--- src/rtl/tcu_pkg.sv ---
package tcu_pkg;

    localparam int BUS_W     = 32;
    localparam int ADDR_W    = 8;
    localparam int NUM_SLOTS = 4;
    localparam int NUM_EVT   = NUM_SLOTS + 1;

    localparam logic [ADDR_W-1:0] OFS_TIMEBASE = 8'h00;
    localparam logic [ADDR_W-1:0] OFS_SLOT0    = 8'h08;
    localparam logic [ADDR_W-1:0] OFS_CTRL     = 8'h28;
    localparam logic [ADDR_W-1:0] OFS_ENFLAG   = 8'h2C;
    localparam logic [ADDR_W-1:0] OFS_CLEAR    = 8'h30;

    localparam int CTL_LOAD_BIT  = 8;
    localparam int CTL_ONCE_BIT  = 16;
    localparam int CTL_STOP_LSB  = 17;
    localparam int CTL_REARM_BIT = 19;
    localparam int CTL_RUN_BIT   = 20;
    localparam int EN_LSB        = 1;
    localparam int FLAG_LSB      = 17;

    localparam logic [BUS_W-1:0] CTL_KEEP_MASK = 32'h0017_01FF;

    typedef struct packed {
        logic                 run;
        logic                 once;
        logic                 load_en;
        logic [1:0]           stop;
        logic [NUM_SLOTS-1:0] fall_sel;
    } ctrl_view_t;

    function automatic ctrl_view_t decode_ctrl(input logic [BUS_W-1:0] r);
        ctrl_view_t v;
        v.run     = r[CTL_RUN_BIT];
        v.once    = r[CTL_ONCE_BIT];
        v.load_en = r[CTL_LOAD_BIT];
        v.stop    = r[CTL_STOP_LSB +: 2];
        for (int i = 0; i < NUM_SLOTS; i++) v.fall_sel[i] = r[2*i];
        return v;
    endfunction

    function automatic logic [ADDR_W-1:0] slot_offset(input int idx);
        return OFS_SLOT0 + ADDR_W'(4 * idx);
    endfunction

endpackage

--- src/rtl/tcu_edge_sync.sv ---
module tcu_edge_sync #(
    parameter int STAGES = 2
) (
    input  logic clk,
    input  logic rst,
    input  logic din,
    output logic rise,
    output logic fall
);
    logic [STAGES-1:0] chain;
    logic              last;

    always_ff @(posedge clk) begin
        if (rst) begin
            chain <= '0;
            last  <= 1'b0;
        end else begin
            chain <= {chain[STAGES-2:0], din};
            last  <= chain[STAGES-1];
        end
    end

    assign rise = chain[STAGES-1] & ~last;
    assign fall = ~chain[STAGES-1] & last;
endmodule

--- src/rtl/tcu_timebase.sv ---
module tcu_timebase #(
    parameter int W = 32
) (
    input  logic         clk,
    input  logic         rst,
    input  logic         run,
    input  logic         wr_en,
    input  logic [W-1:0] wr_data,
    output logic [W-1:0] count,
    output logic         wrap
);
    always_ff @(posedge clk) begin
        if (rst)        count <= '0;
        else if (wr_en) count <= wr_data;
        else if (run)   count <= count + 1'b1;
    end

    assign wrap = run && !wr_en && (count == {W{1'b1}});
endmodule

--- src/rtl/tcu_slot_seq.sv ---
module tcu_slot_seq #(
    parameter int N  = 4,
    localparam int PW = (N > 1) ? $clog2(N) : 1
) (
    input  logic          clk,
    input  logic          rst,
    input  logic          rise,
    input  logic          fall,
    input  logic [N-1:0]  fall_sel,
    input  logic          run,
    input  logic          load_en,
    input  logic          once,
    input  logic [PW-1:0] stop,
    input  logic          rearm,
    output logic [N-1:0]  load_vec
);
    logic [PW-1:0] ptr;
    logic          frozen;
    logic          hit;

    assign hit = (fall_sel[ptr] ? fall : rise) && run && load_en && !frozen;

    always_comb begin
        load_vec = '0;
        if (hit) load_vec[ptr] = 1'b1;
    end

    always_ff @(posedge clk) begin
        if (rst || rearm) begin
            ptr    <= '0;
            frozen <= 1'b0;
        end else if (hit) begin
            if (once && ptr == stop) frozen <= 1'b1;
            ptr <= (ptr == PW'(N-1)) ? '0 : ptr + 1'b1;
        end
    end
endmodule

--- src/rtl/tsc_capture_unit.sv ---
module tsc_capture_unit
    import tcu_pkg::*;
#(
    parameter int CNT_W       = 32,
    parameter int SYNC_STAGES = 2
) (
    input  logic              clk,
    input  logic              rst,
    input  logic              bus_wr,
    input  logic [ADDR_W-1:0] bus_addr,
    input  logic [BUS_W-1:0]  bus_wdata,
    output logic [BUS_W-1:0]  bus_rdata,
    input  logic              evt_in,
    output logic              irq_out
);
    logic [BUS_W-1:0]     ctrl_q;
    ctrl_view_t           cv;
    logic [CNT_W-1:0]     tb_count;
    logic                 tb_wrap;
    logic                 wr_tb, wr_ctrl, wr_enf, wr_clr, glob_clr, rearm;
    logic [NUM_SLOTS-1:0] wr_slot;
    logic                 e_rise, e_fall;
    logic [NUM_SLOTS-1:0] load_vec;
    logic [CNT_W-1:0]     slot_q [NUM_SLOTS];
    logic [NUM_EVT-1:0]   evt_pulse, flags_q, en_q, clr_mask;
    logic                 gflag_q;

    assign cv       = decode_ctrl(ctrl_q);
    assign wr_tb    = bus_wr && bus_addr == OFS_TIMEBASE;
    assign wr_ctrl  = bus_wr && bus_addr == OFS_CTRL;
    assign wr_enf   = bus_wr && bus_addr == OFS_ENFLAG;
    assign wr_clr   = bus_wr && bus_addr == OFS_CLEAR;
    assign glob_clr = wr_clr && bus_wdata[0];
    assign rearm    = wr_ctrl && bus_wdata[CTL_REARM_BIT];
    assign clr_mask = wr_clr ? bus_wdata[EN_LSB +: NUM_EVT] : '0;

    tcu_timebase #(.W(CNT_W)) u_tb (
        .clk(clk), .rst(rst), .run(cv.run), .wr_en(wr_tb),
        .wr_data(bus_wdata[CNT_W-1:0]), .count(tb_count), .wrap(tb_wrap)
    );

    tcu_edge_sync #(.STAGES(SYNC_STAGES)) u_sync (
        .clk(clk), .rst(rst), .din(evt_in), .rise(e_rise), .fall(e_fall)
    );

    tcu_slot_seq #(.N(NUM_SLOTS)) u_seq (
        .clk(clk), .rst(rst), .rise(e_rise), .fall(e_fall),
        .fall_sel(cv.fall_sel), .run(cv.run), .load_en(cv.load_en),
        .once(cv.once), .stop(cv.stop), .rearm(rearm), .load_vec(load_vec)
    );

    for (genvar g = 0; g < NUM_SLOTS; g++) begin : g_slot
        assign wr_slot[g] = bus_wr && bus_addr == slot_offset(g);
        always_ff @(posedge clk) begin
            if (rst)             slot_q[g] <= '0;
            else if (wr_slot[g]) slot_q[g] <= bus_wdata[CNT_W-1:0];
            else if (load_vec[g]) slot_q[g] <= tb_count;
        end
    end

    assign evt_pulse = {tb_wrap, load_vec};

    always_ff @(posedge clk) begin
        if (rst) begin
            ctrl_q  <= '0;
            en_q    <= '0;
            flags_q <= '0;
            gflag_q <= 1'b0;
        end else begin
            if (wr_ctrl) ctrl_q <= bus_wdata & CTL_KEEP_MASK;
            if (wr_enf)  en_q   <= bus_wdata[EN_LSB +: NUM_EVT];
            flags_q <= (flags_q & ~clr_mask) | evt_pulse;
            if (|(evt_pulse & en_q)) gflag_q <= 1'b1;
            else if (glob_clr)       gflag_q <= 1'b0;
        end
    end

    assign irq_out = gflag_q;

    always_comb begin
        bus_rdata = '0;
        if (bus_addr == OFS_TIMEBASE) bus_rdata = BUS_W'(tb_count);
        if (bus_addr == OFS_CTRL)     bus_rdata = ctrl_q;
        if (bus_addr == OFS_ENFLAG) begin
            bus_rdata[0]                  = gflag_q;
            bus_rdata[EN_LSB +: NUM_EVT]  = en_q;
            bus_rdata[FLAG_LSB +: NUM_EVT] = flags_q;
        end
        for (int i = 0; i < NUM_SLOTS; i++)
            if (bus_addr == slot_offset(i)) bus_rdata = BUS_W'(slot_q[i]);
    end
endmodule

--- config.mk ---
export PLATFORM = sky130hd
export DESIGN_NAME = tsc_capture_unit
export DESIGN_NICKNAME = d
export VERILOG_FILES = /design/src/rtl/tcu_pkg.sv /design/src/rtl/tcu_edge_sync.sv /design/src/rtl/tcu_timebase.sv /design/src/rtl/tcu_slot_seq.sv /design/src/rtl/tsc_capture_unit.sv
export SDC_FILE = /design/constraint.sdc
export NUM_CORES = 1
export LEC_CHECK = 0
export ABC_CLOCK_PERIOD_IN_PS = 3810
export CAP_MARGIN = 15
export CORE_MARGIN = 4
export CORE_UTILIZATION = 50
export CTS_CLUSTER_DIAMETER = 60
export DETAILED_ROUTE_END_ITERATION = 8
export DONT_BUFFER_PORTS = 1
export SYNTH_ARGS = -nofsm -noshare
export SYNTH_HDL_FRONTEND = slang
export SYNTH_SLANG_ARGS = --single-unit
--- constraint.sdc ---
create_clock -name clk -period 3.81 [get_ports clk]
set_input_delay 0.762 -clock clk [delete_from_list [all_inputs] [get_ports clk]]
set_output_delay 0.762 -clock clk [all_outputs]
set_load 0.02 [all_outputs]
Word level (Yosys, flattened, before mapping)
Memory sizes are Yosys's and may differ from the RTL's.
Index checks and enable logic that the tools add are counted.

operators by class
  add/subtract/negate cells = 2
  magnitude comparators = 2
  equality and inequality tests = 10
  muxes and demuxes = 58
  bitwise operators = 16
  reductions and logical operators = 25

operators with widths
  operator                                              count
  2-to-1 mux 32 bit                                     16
  2-to-1 mux 1 bit                                      35
  adder 32 x 1 -> 32 bit (second input constant)        1
  equality test 32 bit (second input constant)          1
  equality test 8 x 6 -> 1 bit (second input constant)  3
  logical AND 1 bit                                     17
  equality test 8 x 4 -> 1 bit (second input constant)  2
  equality test 8 x 5 -> 1 bit (second input constant)  2
  AND 5 bit                                             2
  2-to-1 mux 5 bit                                      2
  zero test 8 bit                                       1
  OR 1 bit                                              8
  2-to-1 mux 6 bit                                      1
  NOT 5 bit                                             1
  OR 5 bit                                              1
  OR reduction 5 bit                                    1
  2-to-1 mux 4 bit                                      1
  nonzero test 2 bit                                    2
  < comparator 2 x 3 -> 1 bit (second input constant)   1
  adder 2 x 1 -> 2 bit (second input constant)          1
  AND 1 bit                                             2
  binary-select mux 1 bit (select 2 bit)                1
  demux 1 bit (select 2 bit)                            1
  equality test 2 bit                                   1
  other kinds (7)                                       9

word-level totals
  flip-flop bits (word level) = 62
  memory bits (writable) = 128
  input bits = 44
  output and inout port bits = 33
  memories = 1

memories
  name    words  width  read ports  clocked after memory_dff  write ports  RTL line                RTL
  slot_q  4      32     4           0                         4            tsc_capture_unit.sv:24  logic [CNT_W-1:0] slot_q [NUM_SLOTS];

Depth between registers and ports, before layout
  depth after elaboration = 12
  depth in mapped cells = 9
  depth with buffers taken out = 6

By module
From an unflattened synthesis, not the netlist that was laid out.

unflattened totals
  cell total of the unflattened synthesis = 1101
  area, all modules = 10930.5 um^2

by module, submodules not included
  module            times used  cells each  area an instance (um^2)
  tsc_capture_unit  1           806         8460.6
  tcu_timebase      1           260         2100.8
  tcu_slot_seq      1           27          277.8
  tcu_edge_sync     1           8           91.3

Worst setup path after synthesis
No wires, ideal clock.

  kind = input port to output port
  start = input bus_addr[5]
  end = output bus_rdata[8]
  arrival time = 2.694 ns
  slack = 0.354 ns
  stages = 6
  cell sequence = or3_1 > nor4_1 > clkbuf_1 > clkbuf_1 > nor4_1 > a211oi_1

between the ends
  cells in the longest elaborated chain, start to end = 7

RTL lines
  what                             RTL line                RTL
  from (decl)                      tsc_capture_unit.sv:10  input logic [ADDR_W-1:0] bus_addr,
  zero test 8 bit                  tsc_capture_unit.sv:82  if (bus_addr == OFS_TIMEBASE) bus_rdata = BUS_W'(tb_count);
  2-to-1 mux 32 bit                tsc_capture_unit.sv:82
  2-to-1 mux 32 bit                tsc_capture_unit.sv:83  if (bus_addr == OFS_CTRL) bus_rdata = ctrl_q;
  2-to-1 mux 32 bit (3 in series)  tsc_capture_unit.sv:90  if (bus_addr == slot_offset(i)) bus_rdata = BUS_W'(slot_q[i]);
  2-to-1 mux 32 bit *              tsc_capture_unit.sv:90
  to (decl)                        tsc_capture_unit.sv:12  output logic [BUS_W-1:0] bus_rdata,

Mark *: on every way between the ends. The rest lies on a longest branch, timed or not.

Worst setup path after layout
  start = input bus_addr[5]
  end = output bus_rdata[20]

between the ends
  cells in the longest elaborated chain, start to end = 8

RTL lines
  what                             RTL line                RTL
  zero test 8 bit                  tsc_capture_unit.sv:82
  2-to-1 mux 32 bit                tsc_capture_unit.sv:82
  2-to-1 mux 32 bit                tsc_capture_unit.sv:83
  2-to-1 mux 5 bit                 tsc_capture_unit.sv:84  if (bus_addr == OFS_ENFLAG) begin
  2-to-1 mux 32 bit (3 in series)  tsc_capture_unit.sv:90
  2-to-1 mux 32 bit *              tsc_capture_unit.sv:90

Marks and branches as above.

==> metrics.md <==
| Metric | Value |
|---|---|
| Root Driver | clkbuf_16 |
| Non-Filler Instances | 1223 |
| Critical path class | input pin to primary output |
| Slew margin rel. | 29.4% |
| CP Launch Type | input pin |
| Post-DP HPWL | 20700 µm |
| Post-cts sizing count | 0 |
| Via count | 8149 |
| DRC viols | 0 |
| Clk pin slew, worst setup/hold paths | 0.07 ns |
| Post-Synthesis Mean Instance Area | 10.2 µm² |
| First-pass GRT wire length | 48100 µm |
| Synth Warn # | 0 |
| Design area | 10900 µm² |
| CTS H-Tree Depth | 4 |
| Placed Area | 10300 µm² |
| Worst skew pair latency | 0.44 ns |
| Final setup TNS | 0 ns |
| Crit path arrival time | 2.65 ns |
| Hold Crit Class | input pin to flop |
| DR WL/cell | 25.8 µm |
| Initial core utilization | 51.1% |
| Slew Viols, Final | 0 |
| DRT Pass-1 Iters | 5 |
| Vias in the first global route | 7918 |
| Leading area contributor after synthesis | edfxtp_1 |
| WL final | 31600 µm |
| Req. time, crit path | 3.05 ns |
| CTS max path bufs | 2 |
| Mapped Cells | 975 |
| Mapped Area | 9970 µm² |
| Dpl cells | 1190 |
| Mapped Nets | 1024 |
| Worst Skew | 0.0136 ns |
| Status | finished, final reports clean |
| Hold Violations, Final | 0 |
| FMAX | 0.293 GHz |
| Worst-Margin Slew | 1.06 ns |
| Die area | 22300 µm² |
| Ranking of synthesized cells by area | edfxtp_1, dfxtp_1, a22o_1, nor2_1, a21oi_1 |
| Pwr dens | 386 nW/µm² |
| I/O Buffers | 0 |
| Share of the synthesized area in the top cell type | 38.6% |
| Sequential share of the synthesized area | 51.0% |
| Area Growth Syn to Fin | 9.71% |
| Layout Utilization | 56.0% |
| Initial antenna violation count | 0 |
| Clk sinks | 190 |
| Share of layout cells above drive strength 1 | 11.6% |
| TritonCTS buffer count | 17 |
| Antenna diodes | 0 |
| Yosys cell types | 62 |
| Post-synth ARST share | 0% |
| Endpoint type of the worst setup path | primary output |
| RSZ-0062 raised after global routing | no |
| Largest net degree at the start of global routing | 73 |
| Leakage | 0.00377 µW |
| Most used DFF post-synth | edfxtp_1 |
| Post-CTS setup repair buffer count | 0 |
| Nets | 994 |
| Yosys reg bits | 190 |
| Post-CTS Hold Fix Bufs | 0 |
| Peak supply drop | 0.326 mV |
| Die Height | 149 µm |
| Initial drt markers | 944 |
| Grt ovf | 0 |
| Via/cell ratio | 6.66 |
| Routed Antenna Nets | 0 |
| Crit-path max FO | 21 |
| Num ports | 77 |
| Total GRT Usage | 28.6% |
| Total core area | 19500 µm² |
| CTS tree | built |
| # setup viols final | 0 |
| Post-route minimum period | 3.42 ns |
| FP Rows | 51 |
| Maxcap violations | 0 |
| Final GP Congestion | 0.880 |
| Final clock period utilization by the worst path | 89.6% |
| Die Wd | 149 µm |
| Post-synth EDFFs | 128 |
==> logic make-up after synthesis <==
logic type	Yosys count	share of synthesized area [%]
AOI/OAI and AO/OA	320	23.7
adders and majority gates	5	0.628
xor gates and xnor gates	32	2.81
muxes	29	3.05
buffers and inverters	126	5.20
and+or+nand+nor	273	13.6
DFF	190	51.0
==> power by group <==
| group | switching (µW) | internal [µW] | total, µW |
|---|---|---|---|
| sequential | 24.7 | 2270 | 2290 |
| clock | 804 | 982 | 1790 |
| combinational | 94.3 | 47.6 | 142 |
==> per-stage QoR <==
stage          worst slack (ns)  total power [µW]  hold slack, ns
3_3_place_gp              0.460              2470           0.431
2_1_floorplan             0.354              2450           0.414
3_5_place_dp              0.396              2480           0.427
6_report                  0.395              4220           0.384
4_1_cts                   0.391              4220           0.378
5_1_grt                   0.335              4330           0.373
==> state kept, by name (all words and copies together) (netlist names) <==
name          count
ctrl_q           13
en_q              5
flags_q           5
irq_out           1
slot_q          128
u_seq.frozen      1
u_seq.ptr         2
u_sync.chain      2
u_sync.last       1
u_tb.count       32
==> cell usage after synthesis, types with 8 or more instances <==
master / number
inv_1: 19
nor2b_1: 11
buf_2: 19
o21ai_0: 38
dfxtp_1: 62
nor2_1: 93
a221o_1: 13
nand2_1: 61
xnor2_1: 8
a22o_1: 126
xor2_1: 24
clkbuf_1: 75
nand3_1: 39
mux2i_1: 27
a211oi_1: 33
a21oi_1: 58
nand4_1: 18
edfxtp_1: 128
==> critical path: stages <==
cell and delay [ns]:
or3_1 0.57, nor4_2 0.55, buf_4 0.36, nand2_1 0.08
o21ai_0 0.12, buf_4 0.19
==> final timing paths <==
path	from	end	slack, ns	cells past startpoint
min reg2reg	ctrl_q[1]	ctrl_q[1]	0.45	2
min	rst	ctrl_q[18]	0.38	1
max reg2reg	u_seq.ptr[0]	slot_q[3][25]	1.00	6
max	bus_addr[5]	bus_rdata[20]	0.39	6
==> layout by cell type (no fill, tap or decap), types with 3 or more instances in the layout <==
master      count
o211ai_1        5
nor2b_1        10
mux2i_1        27
nand4_1        18
and4_1          4
a21o_1          4
a21oi_1        58
nor2_2          4
xor2_1         24
and3_1          7
buf_4          56
a211oi_1       33
a221o_1        13
nor2_1         89
clkinvlp_4      3
a31oi_1         4
clkinv_2        4
o22a_1          6
clkbuf_16      17
o22ai_1         7
nand2b_1        5
nand3_1        38
nand2_1        61
ha_1            5
o21ai_0        38
a22o_1        126
o21ai_1         3
nand3b_1        4
dfxtp_1        62
nor4_2          4
inv_1          19
xnor2_1         8
a22oi_1         7
nor3_1          7
edfxtp_1      128
a32o_1          4
==> routing by layer <==
layer	share of wire (%)	wire length (µm)	vias up	global-route usage [%]
met5	0	0	-	0
met4	2.1	661	0	8.79
met3	9.6	3050	47	5.71
met2	46	14600	435	44.6
met1	42	13300	4032	40.3
li1	-	-	3635	-
==> cell type report <==
cell class,count,area [µm²]
Fill cell,1725,8590
Sequential cell,190,5080
Multi-Input combinational cell,659,4420
Timing Repair Buffer,58,455
Clock buffer,18,439
Tap cell,265,332
Clock inverter,14,140
Inverter,19,71.3
Note: power is estimated with default switching activity, not from simulation.
